==> config.mk <==
export PLATFORM = sky130hd
export DESIGN_NAME = ds3_tx_frame_master
export DESIGN_NICKNAME = d
export VERILOG_FILES = /design/src/rtl/ds3m_pkg.sv /design/src/rtl/ds3m_slot_ctr.sv /design/src/rtl/ds3m_oh_store.sv /design/src/rtl/ds3m_bit_mux.sv /design/src/rtl/ds3_tx_frame_master.sv
export SDC_FILE = /design/constraint.sdc
export NUM_CORES = 1
export LEC_CHECK = 0
export BUFFER_PORTS_ARGS = -buffer_cell sky130_fd_sc_hd__clkbuf_2
export CAP_MARGIN = 10
export CORE_MARGIN = 5
export CORE_UTILIZATION = 30
export CTS_CLUSTER_SIZE = 30
export DETAILED_ROUTE_END_ITERATION = 10
export GPL_TIMING_DRIVEN = 0
export PLACE_DENSITY = 0.54
export SYNTH_ARGS = -nofsm -noshare
export SYNTH_HDL_FRONTEND = slang
export SYNTH_HIERARCHICAL = 1
export SYNTH_SLANG_ARGS = --single-unit
==> constraint.sdc <==
create_clock -name clk -period 3 [get_ports clk]
set_input_delay 0.3 -clock clk [delete_from_list [all_inputs] [get_ports clk]]
set_output_delay 0.3 -clock clk [all_outputs]
set_load 0.03 [all_outputs]
==> src/rtl/ds3m_pkg.sv <==
`timescale 1ns/1ps
package ds3m_pkg;

  // total bits in one frame
  function automatic int frame_bits(int block_len, int blocks, int subs);
    return block_len * blocks * subs;
  endfunction

  // overhead vector index of block blk in subframe sub
  function automatic int oh_index(int sub, int blk, int blocks);
    return sub * blocks + blk;
  endfunction

  // width helper that never returns zero
  function automatic int cnt_width(int n);
    return (n > 1) ? $clog2(n) : 1;
  endfunction

endpackage

==> src/rtl/ds3m_slot_ctr.sv <==
`timescale 1ns/1ps
module ds3m_slot_ctr #(
  parameter int BLOCK_LEN = 85,
  parameter int BLOCKS    = 8,
  parameter int SUBS      = 7,
  localparam int PW = ds3m_pkg::cnt_width(BLOCK_LEN),
  localparam int BW = ds3m_pkg::cnt_width(BLOCKS),
  localparam int SW = ds3m_pkg::cnt_width(SUBS)
) (
  input  logic          clk,
  input  logic          rst,
  input  logic          hold,
  output logic [PW-1:0] pos,
  output logic [BW-1:0] blk,
  output logic [SW-1:0] sub,
  output logic          oh_slot,
  output logic          pre_oh,
  output logic          frame_start
);

  logic pos_last, blk_last, sub_last;

  assign pos_last = (pos == PW'(BLOCK_LEN - 1));
  assign blk_last = (blk == BW'(BLOCKS - 1));
  assign sub_last = (sub == SW'(SUBS - 1));

  always_ff @(posedge clk) begin
    if (rst || hold) begin
      pos <= '0;
      blk <= '0;
      sub <= '0;
    end else if (!pos_last) begin
      pos <= pos + 1'b1;
    end else begin
      pos <= '0;
      if (!blk_last) begin
        blk <= blk + 1'b1;
      end else begin
        blk <= '0;
        sub <= sub_last ? '0 : sub + 1'b1;
      end
    end
  end

  assign oh_slot     = (pos == '0);
  assign pre_oh      = pos_last;
  assign frame_start = oh_slot && (blk == '0) && (sub == '0);

endmodule

==> src/rtl/ds3m_oh_store.sv <==
`timescale 1ns/1ps
module ds3m_oh_store #(
  parameter int BLOCKS = 8,
  parameter int SUBS   = 7,
  localparam int OH_W = BLOCKS * SUBS,
  localparam int BW   = ds3m_pkg::cnt_width(BLOCKS),
  localparam int SW   = ds3m_pkg::cnt_width(SUBS),
  localparam int IW   = ds3m_pkg::cnt_width(OH_W)
) (
  input  logic            clk,
  input  logic            rst,
  input  logic            capture,
  input  logic [OH_W-1:0] oh_vec_in,
  input  logic [BW-1:0]   blk,
  input  logic [SW-1:0]   sub,
  output logic            oh_bit
);

  logic [OH_W-1:0] held;
  logic [IW-1:0]   sel;

  always_comb sel = IW'(ds3m_pkg::oh_index(int'(sub), int'(blk), BLOCKS));

  always_ff @(posedge clk) begin
    if (rst) held <= '0;
    else if (capture) held <= oh_vec_in;
  end

  // the capture clock uses the fresh vector directly
  always_comb oh_bit = capture ? oh_vec_in[sel] : held[sel];

endmodule

==> src/rtl/ds3m_bit_mux.sv <==
`timescale 1ns/1ps
module ds3m_bit_mux (
  input  logic clk,
  input  logic rst,
  input  logic idle,
  input  logic oh_slot,
  input  logic oh_bit,
  input  logic pay_in,
  output logic ser_out
);

  always_ff @(posedge clk) begin
    if (rst || idle) ser_out <= 1'b0;
    else ser_out <= oh_slot ? oh_bit : pay_in;
  end

endmodule

==> src/rtl/ds3_tx_frame_master.sv <==
`timescale 1ns/1ps
module ds3_tx_frame_master #(
  parameter int BLOCK_LEN = 85,
  parameter int BLOCKS    = 8,
  parameter int SUBS      = 7,
  localparam int OH_W       = BLOCKS * SUBS,
  localparam int FRAME_BITS = ds3m_pkg::frame_bits(BLOCK_LEN, BLOCKS, SUBS),
  localparam int PW = ds3m_pkg::cnt_width(BLOCK_LEN),
  localparam int BW = ds3m_pkg::cnt_width(BLOCKS),
  localparam int SW = ds3m_pkg::cnt_width(SUBS)
) (
  input  logic            clk,
  input  logic            rst,
  input  logic            nib_sel,
  input  logic            frame_ref_in,
  input  logic [OH_W-1:0] oh_vec_in,
  input  logic            pay_in,
  output logic            ser_out,
  output logic            frame_strobe,
  output logic            oh_ind
);

  logic [PW-1:0] pos_w;
  logic [BW-1:0] blk_w;
  logic [SW-1:0] sub_w;
  logic oh_slot_w, pre_oh_w, frame_start_w, oh_bit_w, active_w, capture_w;
  logic unused_frame_ref;
  logic [PW-1:0] unused_pos;

  // the reference is not used when this block is the frame master
  assign unused_frame_ref = frame_ref_in;
  assign unused_pos       = pos_w;

  assign active_w  = !rst && !nib_sel;
  assign capture_w = frame_start_w && active_w;

  ds3m_slot_ctr #(.BLOCK_LEN(BLOCK_LEN), .BLOCKS(BLOCKS), .SUBS(SUBS)) u_ctr (
    .clk(clk), .rst(rst), .hold(nib_sel),
    .pos(pos_w), .blk(blk_w), .sub(sub_w),
    .oh_slot(oh_slot_w), .pre_oh(pre_oh_w), .frame_start(frame_start_w)
  );

  ds3m_oh_store #(.BLOCKS(BLOCKS), .SUBS(SUBS)) u_oh (
    .clk(clk), .rst(rst), .capture(capture_w), .oh_vec_in(oh_vec_in),
    .blk(blk_w), .sub(sub_w), .oh_bit(oh_bit_w)
  );

  ds3m_bit_mux u_mux (
    .clk(clk), .rst(rst), .idle(nib_sel), .oh_slot(oh_slot_w),
    .oh_bit(oh_bit_w), .pay_in(pay_in), .ser_out(ser_out)
  );

  assign frame_strobe = frame_start_w && active_w;
  assign oh_ind       = pre_oh_w && active_w;

endmodule

==> run metrics, run 1 <==
status complete, no violations; Max Root-Sink Buffers 2; gpl congestion 0.778; root buffer cell sky130_fd_sc_hd__clkbuf_16; final antenna diode count 0; DRC Markers 0; pwr/cell area 479 nW/um^2; fraction of synthesis flops using an asynchronous set or reset pin 0; Hold Fails Final Rpt 0; global-route usage over all layers 0.136; Worst Clk Skew 9.13 ps; reg2reg path depth 14; per-instance average area after synthesis about 11 um^2; Tmin final 2770 ps; PortBufs 62; antenna violations before repair 0; dpl hpwl 7.24 mm; via count 2885; CTS tree built; worst slack at placement -241 ps; max-slew headroom at the worst pin 0.619; FF+latch area about 1400 um^2; number of enable-type register cells in the synthesized netlist 0; die area 14700 um^2; vertical die dimension 121 um; ratio of cells with drive above 1 in the final layout 0.298; CTS clock-pin slew for the worst setup and hold paths 50 ps; Setup crit start kind register; post-layout utilization of the core 0.377; Cell Area, Synth 3720 um^2; final global-route overflow total 0; number of optimization iterations in the first detailed-route pass 4; H-tree level count 3; Area Overhead vs Synth 22.7%; placeable core region approximately 12000 um^2; Leakage around 1.7 nW; Total Routed Length around 9.5 mm; first-pass GRT wire length 15.5 mm; gate count after technology mapping ~350; Horiz. Die Dim 121 um; Post-synth top flop sky130_fd_sc_hd__dfxtp_1; Net Switching 0.520 mW; top fanout value on the critical path 10; unrepaired setup endpoints after global routing false; worst setup path class reg2reg; switching power share of the total 0.237; depth of the worst hold-timing path 3; Achievable Freq 361 MHz; Power Internal 1.67 mW; post-route setup slack about 230 ps; net count after synthesis 420; pin count of the biggest net entering global routing 12; post-DR wirelength/cell about 16 um; Slew Viols, Final 0; total of endpoints with negative setup slack in the final report 0; Final Instance Count excl. Fillers 601; power share of the clock group 0.440; total area of multi-input combinational cells 2150 um^2; Placed Cells incl. Taps between 500 and 600; clock latency of the later-clocked register in the worst-skew pair 330 ps; capture point of the critical path u_mux/ser_out; part of the Yosys area used for sequential elements 0.376; IO Pins 64; number of global-route vias before repair 2923; max-capacitance violation count 0; internal reg-to-reg setup slack approximately 230 ps; fillcell total 1250; final net count 494; commonest non-fill, non-tap cell in the layout sky130_fd_sc_hd__mux2i_1; Iter 0 DRT Violations roughly 190; number of clock buffers inserted by TritonCTS 9; sequential share of power 0.451; count of distinct cell types in the synthesized netlist 49; largest vdd supply drop around 0.24 mV; top library cells by usage in the layout, fill and taps aside sky130_fd_sc_hd__mux2i_1 (72), sky130_fd_sc_hd__nor2_1 (70), sky130_fd_sc_hd__dfxtp_1 (70); number of sinks on the clock net 70; combinational group share of total power 0.108; number of antenna-violating nets in the routed design 0; number of hold buffers added after cts 0; start of the worst register-to-register path u_ctr/pos[0]; crit path capture type register; endpoint of the worst-slack reg-to-reg timing path u_mux/ser_out; Yosys warning count 6; Yosys reg bits 70; ratio of final minimum period to clock period 0.923; worst setup path start u_ctr/pos[0]; initial standard-cell utilization of the core 0.307; arrival time of data at the critical path endpoint 2980 ps; row count 40; Via density 4.80; class of the tightest hold or removal check in2reg; Slew @ Worst Pin 557 ps; CP required 3210 ps
routing by layer:
metal / vias up / share of wire / global-route usage / routed length [um]
met1: 1372 / 0.46 / 0.176 / 4370
met2: 59 / 0.46 / 0.210 / 4420
met3: 14 / 0.059 / 0.0420 / 565
met5: - / 0 / 0 / 0
li1: 1440 / - / - / -
met4: 0 / 0.019 / 0.0546 / 183
flip-flops by register name, summed over array words and instances, names as in the netlist:
name and count:
u_ctr/blk 3, u_oh/held 56, u_ctr/pos 7, u_mux/ser_out 1, u_ctr/sub 3
final cells by class:
type / count / area share
plain buffers: 25 / 0.0383
clock buffers: 13 / 0.0547
clock inverters: 3 / 0.00438
inverters: 11 / 0.00903
multi-input cells: 248 / 0.471
flip-flops and latches: 70 / 0.307
well taps: 168 / 0.0460
repair buffers: 63 / 0.0695
cells by family (layout without fill, tap and decap cells):
family,Yosys count,after routing,synth area share
AND/OR/NAND/NOR,107,107,0.137
multiplexers,100,100,0.344
flip-flops,70,70,0.376
buffers and inverters,36,115,0.0521
AO/OA/AOI/OAI,33,33,0.0672
adder cells (fa/ha/maj),5,5,0.0168
XOR/XNOR,3,3,0.00706
per-stage QoR:
stage               TNS (ps)  hold slack, ps  power, mW  cell area [um^2]
finish                     0             216       2.19              4570
global route               0             237       2.29              4570
CTS                        0             210       2.22              4550
detailed placement     -8870             464       1.24              4260
global placement       -7450             446       1.24              4260
floorplan                  0             369       1.15              3740
cell usage after synthesis (2+ instances only):
master / instances / area share
sky130_fd_sc_hd__ha_1: 5 / 0.017
sky130_fd_sc_hd__a311o_1: 3 / 0.0081
sky130_fd_sc_hd__mux2_2: 6 / 0.018
sky130_fd_sc_hd__buf_2: 5 / 0.0067
sky130_fd_sc_hd__nand2_1: 4 / 0.0040
sky130_fd_sc_hd__nor4_1: 2 / 0.0034
sky130_fd_sc_hd__buf_1: 2 / 0.0020
sky130_fd_sc_hd__nand3b_1: 2 / 0.0040
sky130_fd_sc_hd__a211oi_1: 2 / 0.0040
sky130_fd_sc_hd__nor3_1: 2 / 0.0027
sky130_fd_sc_hd__buf_6: 5 / 0.015
sky130_fd_sc_hd__nor3b_1: 3 / 0.0060
sky130_fd_sc_hd__nor2_1: 70 / 0.071
sky130_fd_sc_hd__mux4_2: 19 / 0.11
sky130_fd_sc_hd__mux4_1: 2 / 0.014
sky130_fd_sc_hd__inv_1: 11 / 0.011
sky130_fd_sc_hd__a21oi_1: 7 / 0.0094
sky130_fd_sc_hd__nand3_1: 3 / 0.0040
sky130_fd_sc_hd__buf_4: 3 / 0.0060
sky130_fd_sc_hd__or4_1: 2 / 0.0040
sky130_fd_sc_hd__mux2i_1: 72 / 0.19
sky130_fd_sc_hd__nand2b_1: 8 / 0.013
sky130_fd_sc_hd__o22ai_1: 4 / 0.0067
sky130_fd_sc_hd__a2111oi_2: 3 / 0.012
sky130_fd_sc_hd__xor2_1: 2 / 0.0047
sky130_fd_sc_hd__clkbuf_1: 9 / 0.0091
sky130_fd_sc_hd__o21ai_0: 6 / 0.0081
sky130_fd_sc_hd__dfxtp_1: 70 / 0.38
sky130_fd_sc_hd__or3_1: 2 / 0.0034
power groups by stage:
stage	sequential, mW	combinational [mW]	clock (mW)
4_1_cts	0.988	0.236	0.996
6_report	0.988	0.237	0.964
3_3_place_gp	1.01	0.229	0
3_5_place_dp	1.01	0.232	0
5_1_grt	0.992	0.262	1.03
2_1_floorplan	1.00	0.146	0
worst min path at each step:
stage / slack (ps) / end / start
floorplan: 370 / u_mux/ser_out / nib_sel
global placement: 450 / u_ctr/pos[0] / u_ctr/pos[0]
detailed placement: 460 / u_ctr/pos[0] / u_ctr/pos[0]
CTS: 210 / u_oh/held[37] / oh_vec_in[37]
global route: 240 / u_oh/held[35] / oh_vec_in[35]
finish: 220 / u_oh/held[37] / oh_vec_in[37]
worst max-delay path, stage by stage (launching register included):
cell	delay [ps]
sky130_fd_sc_hd__dfxtp_1	330
sky130_fd_sc_hd__inv_1	60
sky130_fd_sc_hd__ha_1	130
sky130_fd_sc_hd__or3b_4	410
sky130_fd_sc_hd__buf_6	160
sky130_fd_sc_hd__nor4_4	170
sky130_fd_sc_hd__and4_1	230
sky130_fd_sc_hd__nor3b_4	200
sky130_fd_sc_hd__buf_6	150
sky130_fd_sc_hd__clkbuf_8	180
sky130_fd_sc_hd__o311ai_0	130
sky130_fd_sc_hd__nor2_1	150
sky130_fd_sc_hd__nor4_2	80
sky130_fd_sc_hd__mux2i_1	200
sky130_fd_sc_hd__nor3_2	60
timing repair:
item	in CTS	in global routing
gates cloned	0	0
gates resized for setup	8	3
pin swaps	1	0
buffers inserted	0	1
setup endpoints to repair	51	30
Power figures use the tool's default switching activity.
==> run 2, diff against run 1 <==
Settings changed: RECOVER_POWER from default to 100.
==> run metrics, run 2 (same netlist as run 1, synthesis figures left out) <==
Power, Total 2.19 mW (about the same); post-route setup slack 225 ps (-6.71 ps); largest stage delay on the critical path 410 ps (about the same); number of antenna-violating nets in the routed design 0 (unchanged); total area of multi-input combinational cells 2150 um^2 (unchanged); H-tree level count 3 (unchanged); class of the tightest hold or removal check in2reg; placeable core region 12100 um^2 (unchanged); ratio of final minimum period to clock period 0.925 (+0.00224); global-route usage over all layers 0.136 (unchanged); max-slew headroom at the worst pin 0.462 (-0.157); status complete, no violations; CTS clock-pin slew for the worst setup and hold paths 50 ps (about the same); number of global-route vias before repair 2923 (unchanged); IO Pins 64 (unchanged); number of flip-flops in the largest register 56 (unchanged); sequence of cells on the critical path inv_1 -> ha_1 -> or3b_4 -> buf_6 -> nor4_4 -> and4_1 -> nor3b_4 -> buf_6 -> clkbuf_8 -> clkbuf_2 -> mux2i_1 -> nor2_1; Area Overhead vs Synth 22.6% (about the same); DRC Markers 0 (unchanged); antenna violations before repair 0 (unchanged); gpl congestion 0.778 (unchanged); final net count 494 (unchanged); number of hold buffers added after cts 0 (unchanged); Hold Fails Final Rpt 0 (unchanged); CTS tree built; final global-route overflow total 0 (unchanged); Slew @ Worst Pin 799 ps (+241 ps); number of optimization iterations in the first detailed-route pass 4 (unchanged); WHS Endpoint u_oh/held[37]; unrepaired setup endpoints after global routing false; Tmin final 2780 ps (+6.71 ps); worst slack at placement -241 ps (unchanged); Setup crit start kind register; Hold WS 217 ps (+0.959 ps); root buffer cell sky130_fd_sc_hd__clkbuf_16; FF+latch area 1400 um^2 (unchanged); die area 14700 um^2 (unchanged); pwr/cell area 479 nW/um^2 (about the same); top library cells by usage in the layout, fill and taps aside sky130_fd_sc_hd__mux2i_1 (72), sky130_fd_sc_hd__nor2_1 (70), sky130_fd_sc_hd__dfxtp_1 (70); Total Routed Length 9.54 mm (-0.13%); final antenna diode count 0 (unchanged); largest registers u_oh/held x56, u_ctr/pos x7; dpl hpwl 7.24 mm (unchanged); number of sinks on the clock net 70 (unchanged); Most common cell on crit path sky130_fd_sc_hd__buf_6; commonest non-fill, non-tap cell in the layout sky130_fd_sc_hd__mux2i_1; worst setup path class reg2reg; initial standard-cell utilization of the core 0.307 (unchanged); ratio of cells with drive above 1 in the final layout 0.291 (-0.00693); Leakage 1.69 nW (-0.69%); post-layout utilization of the core 0.377 (about the same); crit path capture type register; CP delay by family, top simple AND/OR/NAND/NOR gates; Horiz. Die Dim 121 um (unchanged); fillcell total 1253 (+0.24%); Achievable Freq 360 MHz (-0.24%); Max Root-Sink Buffers 2 (unchanged); PortBufs 62 (unchanged); largest register by flop count u_oh/held; Iter 0 DRT Violations 188 (-0.53%); Total Neg Setup Slack 0 ps (unchanged); endpoint of the worst-slack reg-to-reg timing path u_oh/held[29]; worst path buffer plus inverter count 5 (+1); depth of the worst hold-timing path 3 (unchanged); clock latency of the later-clocked register in the worst-skew pair 330 ps (about the same); row count 40 (unchanged); CP required 3200 ps (about the same); max-capacitance violation count 0 (unchanged); internal reg-to-reg setup slack 220 ps (about the same); arrival time of data at the critical path endpoint 2970 ps (about the same); pin count of the biggest net entering global routing 12 (unchanged); first-pass GRT wire length 15.5 mm (unchanged); Max stage delay cell, worst path sky130_fd_sc_hd__or3b_4; number of clock buffers inserted by TritonCTS 9 (unchanged); Via density 4.81 (+0.10%); via count 2888 (+0.10%); hold wc startpoint oh_vec_in[37]; total of endpoints with negative setup slack in the final report 0 (unchanged); largest vdd supply drop 0.235 mV (-0.20%); top fanout value on the critical path 10 (unchanged); post-DR wirelength/cell 15.9 um (-0.13%); reg2reg path depth 12 (-2); Worst Clk Skew 9.07 ps (-0.0507 ps); start of the worst register-to-register path u_ctr/pos[0]; Slew Viols, Final 0 (unchanged); vertical die dimension 121 um (unchanged)
==> run 2: cell types whose count changed in the layout (fill, tap and decap cells not counted), sizes merged <==
cell | previous run | this run
buf | 17 | 14
clkbuf | 84 | 87
==> run 2: what timing repair did <==
action,in CTS,in global routing
resized for setup,8,3
pin swaps,1,0
cloned,0,0
buffers inserted,0,1
endpoints found under the setup margin,51,30
==> run 2: worst reg2reg max path, cell delays in order, from the launching register on <==
cell	delay [ps]
sky130_fd_sc_hd__dfxtp_1	330
sky130_fd_sc_hd__inv_1	60
sky130_fd_sc_hd__ha_1	130
sky130_fd_sc_hd__or3b_4	410
sky130_fd_sc_hd__buf_6	160
sky130_fd_sc_hd__nor4_4	170
sky130_fd_sc_hd__and4_1	230
sky130_fd_sc_hd__nor3b_4	200
sky130_fd_sc_hd__buf_6	150
sky130_fd_sc_hd__clkbuf_8	190
sky130_fd_sc_hd__clkbuf_2	320
sky130_fd_sc_hd__mux2i_1	240
sky130_fd_sc_hd__nor2_1	60
==> run 2: stage by stage <==
| stage | cells | area, um^2 |
|---|---|---|
| after floorplan | 354 | 3740 |
| after global placement | 584 | 4260 |
| after detailed placement | 584 | 4260 |
| after CTS | 600 | 4550 |
| after global routing | 601 | 4570 |
| final | 601 | 4570 |
==> run 2: cell type report <==
class,instances,share of cell area
well taps,168,0.0460
repair buffers,63,0.0688
clock buffers,13,0.0548
flip-flops and latches,70,0.307
multi-input cells,248,0.472
inverters,11,0.00904
plain buffers,25,0.0384
clock inverters,3,0.00438
==> run 2: metal layers <==
layer / GRT usage / vias up / wire [um]
met2: 0.210 / 58 / 4430
met4: 0.0546 / 0 / 176
li1: - / 1440 / -
met1: 0.176 / 1376 / 4400
met3: 0.0420 / 14 / 533
met5: 0 / - / 0
==> run 2: how the worst max path moves through the flow <==
stage,start,end,slack (ps),cells past startpoint
floorplan,u_ctr/pos[0],u_oh/held[22],80,12
global placement,u_ctr/pos[0],u_mux/ser_out,-210,14
detailed placement,u_ctr/pos[0],u_oh/held[40],-240,12
CTS,u_ctr/pos[0],u_mux/ser_out,10,14
global route,u_ctr/pos[0],u_oh/held[30],30,12
finish,u_ctr/pos[0],u_oh/held[29],220,12
==> run 2: power breakdown <==
part	leakage (nW)	internal, mW	switching, mW
Clock	0.126	0.581	0.382
Combinational	0.995	0.119	0.117
Sequential	0.570	0.969	0.0195
Total	1.69	1.67	0.519
==> run 3, diff against run 2 <==
Settings changed: ABC_AREA from default to 1, CTS_CLUSTER_SIZE 30 to 10, PLACE_DENSITY 0.54 to 0.52.
Clock period 3 ns to 3.1 ns, I/O delays scaled along.
==> run metrics, run 3 <==
part of the Yosys area used for sequential elements 0.362 (-0.0145); largest vdd supply drop 0.283 mV (+21%); crit path capture type register; power share of the clock group 0.454 (+0.014); ratio of final minimum period to clock period 0.877 (-0.0478); class of the tightest hold or removal check in2reg; Crit path depth 13 (+1); start of the worst register-to-register path u_ctr/pos[0]; final net count 758 (+53%); H-tree level count 3 (unchanged); Yosys reg bits 70 (unchanged); post-DR wirelength/cell 15.4 um (-3.0%); PortBufs 62 (unchanged); Setup Buffers After CTS 0 (unchanged); number of flip-flops in the largest register 56 (unchanged); biggest area contributors in the synthesized netlist sky130_fd_sc_hd__dfxtp_1 (36%), sky130_fd_sc_hd__nand2_1 (18%), sky130_fd_sc_hd__nor2_1 (9.3%), sky130_fd_sc_hd__nand3_1 (7.9%), sky130_fd_sc_hd__a21oi_1 (5.0%); DRC Markers 0 (unchanged); largest register by flop count u_oh/held; CTS clock-pin slew for the worst setup and hold paths 60 ps (about the same); internal reg-to-reg setup slack 380 ps (+160 ps); post-layout utilization of the core 0.370 (-0.00715); row count 41 (+2.5%); fraction of synthesis flops using an asynchronous set or reset pin 0 (unchanged); ratio of cells with drive above 1 in the final layout 0.146 (-0.145); via count 4245 (+47%); Slew @ Worst Pin 650 ps (-149 ps); number of hold buffers added after cts 0 (unchanged); worst slack at placement 448 ps (+689 ps); net count after synthesis 685 (+63%); per-instance average area after synthesis 6.26 um^2 (-41%); Worst Clk Skew 9.68 ps (+0.602 ps); switching power share of the total 0.253 (+0.0154); Hold WS 212 ps (-4.74 ps); number of optimization iterations in the first detailed-route pass 5 (+1); gate count after technology mapping 619 (+75%); CTS tree built; total of endpoints with negative setup slack in the final report 0 (unchanged); Leakage 1.98 nW (+17%); worst path buffer plus inverter count 5 (unchanged); pwr/cell area 468 nW/um^2 (-2.3%); number of antenna-violating nets in the routed design 0 (unchanged); number of global-route vias before repair 4155 (+42%); Slew Viols, Final 0 (unchanged); Post-CTS Resized 0 (-8); Achievable Freq 368 MHz (+2.0%); reg2reg path depth 13 (+1); endpoint of the worst-slack reg-to-reg timing path u_oh/held[7]; sequential share of power 0.440 (-0.012); first-pass GRT wire length 20.9 mm (+35%); post-route setup slack 380 ps (+156 ps); number of clock buffers inserted by TritonCTS 9 (unchanged); Area Overhead vs Synth 20.5%; CP required 3360 ps (+160 ps); commonest non-fill, non-tap cell in the layout sky130_fd_sc_hd__nand2_1; top library cells by usage in the layout, fill and taps aside sky130_fd_sc_hd__nand2_1 (188), sky130_fd_sc_hd__nor2_1 (97), sky130_fd_sc_hd__dfxtp_1 (70); global-route usage over all layers 0.179 (+0.0426); Total Neg Setup Slack 0 ps (unchanged); final antenna diode count 0 (unchanged); Cell Area, Synth 3870 um^2 (+4.0%); Yosys warning count 6 (unchanged); gpl congestion 0.891 (+15%); Most common cell on crit path sky130_fd_sc_hd__nand2_1; status complete, no violations; vertical die dimension 124 um (+1.8%); number of enable-type register cells in the synthesized netlist 0 (unchanged); hold wc startpoint pay_in; combinational group share of total power 0.105 (-0.003); largest registers u_oh/held x56, u_ctr/pos x7; Setup crit start kind register; antenna violations before repair 0 (unchanged); placeable core region 12600 um^2 (+4.2%); CP delay by family, top buffers and inverters; final global-route overflow total 0 (unchanged); largest stage delay on the critical path 490 ps (+80 ps); Horiz. Die Dim 124 um (+1.8%); IO Pins 64 (unchanged); Power, Total 2.18 mW (-0.16%); dpl hpwl 9.73 mm (+34%); root buffer cell sky130_fd_sc_hd__clkbuf_16; die area 15300 um^2 (+3.7%); Via density 4.88 (+1.7%); max-slew headroom at the worst pin 0.567 (+0.105); Synth top area share 0.362 (-0.0145); top fanout value on the critical path 10 (unchanged); cell with the most instances after synthesis sky130_fd_sc_hd__nand2_1; Post-synth top flop sky130_fd_sc_hd__dfxtp_1; worst setup path class reg2reg; Max Root-Sink Buffers 2 (unchanged); sequence of cells on the critical path inv_1 -> ha_1 -> nand2_1 -> nor2_1 -> nand2_1 -> nor4_1 -> inv_1 -> nor2_1 -> clkbuf_1 -> buf_2 -> clkbuf_1 -> nand2_1 -> a21oi_1; max-capacitance violation count 0 (unchanged); pin count of the biggest net entering global routing 12 (unchanged); depth of the worst hold-timing path 3 (unchanged); number of sinks on the clock net 70 (unchanged); Max stage delay cell, worst path sky130_fd_sc_hd__clkbuf_1; Tmin final 2720 ps (-55.6 ps); Synth top cells by count sky130_fd_sc_hd__nand2_1 (187), sky130_fd_sc_hd__nor2_1 (96), sky130_fd_sc_hd__dfxtp_1 (70), sky130_fd_sc_hd__nand3_1 (61), sky130_fd_sc_hd__inv_1 (45); Net Switching 0.552 mW (+6.3%); Hold Fails Final Rpt 0 (unchanged); Iter 0 DRT Violations 316 (+68%); initial standard-cell utilization of the core 0.307 (-0.000577); Power Internal 1.63 mW (-2.2%); arrival time of data at the critical path endpoint 2980 ps (about the same); clock latency of the later-clocked register in the worst-skew pair 330 ps (about the same); count of distinct cell types in the synthesized netlist 27 (-45%); unrepaired setup endpoints after global routing false; WHS Endpoint u_mux/ser_out; Total Routed Length 13.4 mm (+40%); cell type with the largest total area after synthesis sky130_fd_sc_hd__dfxtp_1
run 3: cell count changes in the layout (fill, tap and decap cells not counted), moves of 12 or more:
| cell | delta |
|---|---|
| sky130_fd_sc_hd__nand2_1 | +184 |
| sky130_fd_sc_hd__mux2i_1 | -72 |
| sky130_fd_sc_hd__nand3_1 | +58 |
| sky130_fd_sc_hd__inv_1 | +34 |
| sky130_fd_sc_hd__a21oi_1 | +32 |
| sky130_fd_sc_hd__nor2_1 | +27 |
| sky130_fd_sc_hd__mux4_2 | -19 |
| sky130_fd_sc_hd__o21ai_1 | +17 |
| sky130_fd_sc_hd__a211oi_1 | +16 |
| sky130_fd_sc_hd__o21ai_0 | +12 |
run 3: power groups by stage:
stage / Combinational [mW] / Sequential (mW) / Clock [mW]
5_1_grt: 0.260 / 0.966 / 1.04
4_1_cts: 0.230 / 0.962 / 1.01
2_1_floorplan: 0.136 / 0.977 / 0
3_3_place_gp: 0.225 / 0.980 / 0
3_5_place_dp: 0.228 / 0.981 / 0
6_report: 0.230 / 0.962 / 0.993
run 3: worst max path at each step:
stage	slack (ps)	start	endpoint
2_1_floorplan	630	u_ctr/pos[0]	u_mux/ser_out
4_1_cts	410	u_ctr/pos[0]	u_mux/ser_out
5_1_grt	20	u_ctr/pos[0]	u_mux/ser_out
3_5_place_dp	450	u_ctr/pos[0]	u_mux/ser_out
6_report	380	u_ctr/pos[0]	u_oh/held[7]
3_3_place_gp	450	u_ctr/pos[0]	u_mux/ser_out
run 3: worst reg2reg max path, stage by stage, from the launching register on:
cell and delay, ps:
sky130_fd_sc_hd__dfxtp_1 330, sky130_fd_sc_hd__inv_1 60, sky130_fd_sc_hd__ha_1 190, sky130_fd_sc_hd__nand2_1 70
sky130_fd_sc_hd__nor2_1 170, sky130_fd_sc_hd__nand2_1 100, sky130_fd_sc_hd__nor4_1 190, sky130_fd_sc_hd__inv_1 60
sky130_fd_sc_hd__nor2_1 200, sky130_fd_sc_hd__clkbuf_1 200, sky130_fd_sc_hd__buf_2 300, sky130_fd_sc_hd__clkbuf_1 490
sky130_fd_sc_hd__nand2_1 130, sky130_fd_sc_hd__a21oi_1 160
run 3: cell families after synthesis:
| group | synth area share |
|---|---|
| and+or+nand+nor | 0.376 |
| AOI/OAI and AO/OA | 0.137 |
| buffers and inverters | 0.0973 |
| DFF | 0.362 |
| xor gates and xnor gates | 0.0113 |
| adders and majority gates | 0.0162 |
run 3: cell type report:
class                   count  area [um^2]
plain buffers              39          191
clock buffers              13          270
clock inverters             3         17.5
fillers                  1423         7950
inverters                  48          180
multi-input cells         462         2080
flip-flops and latches     70         1400
well taps                 172          215
repair buffers             62          308
run 3: per-stage QoR:
step           std cells  instance area, um^2
6_report             869                 4670
5_1_grt              869                 4670
4_1_cts              869                 4690
3_5_place_dp         853                 4400
3_3_place_gp         853                 4400
2_1_floorplan        619                 3870
run 3: routing by layer:
metal,up-vias,track usage,share of wire
met5,-,0,0
met4,0,0.0588,0.014
met3,16,0.0313,0.058
met2,126,0.292,0.46
met1,1981,0.238,0.46
li1,2122,-,-
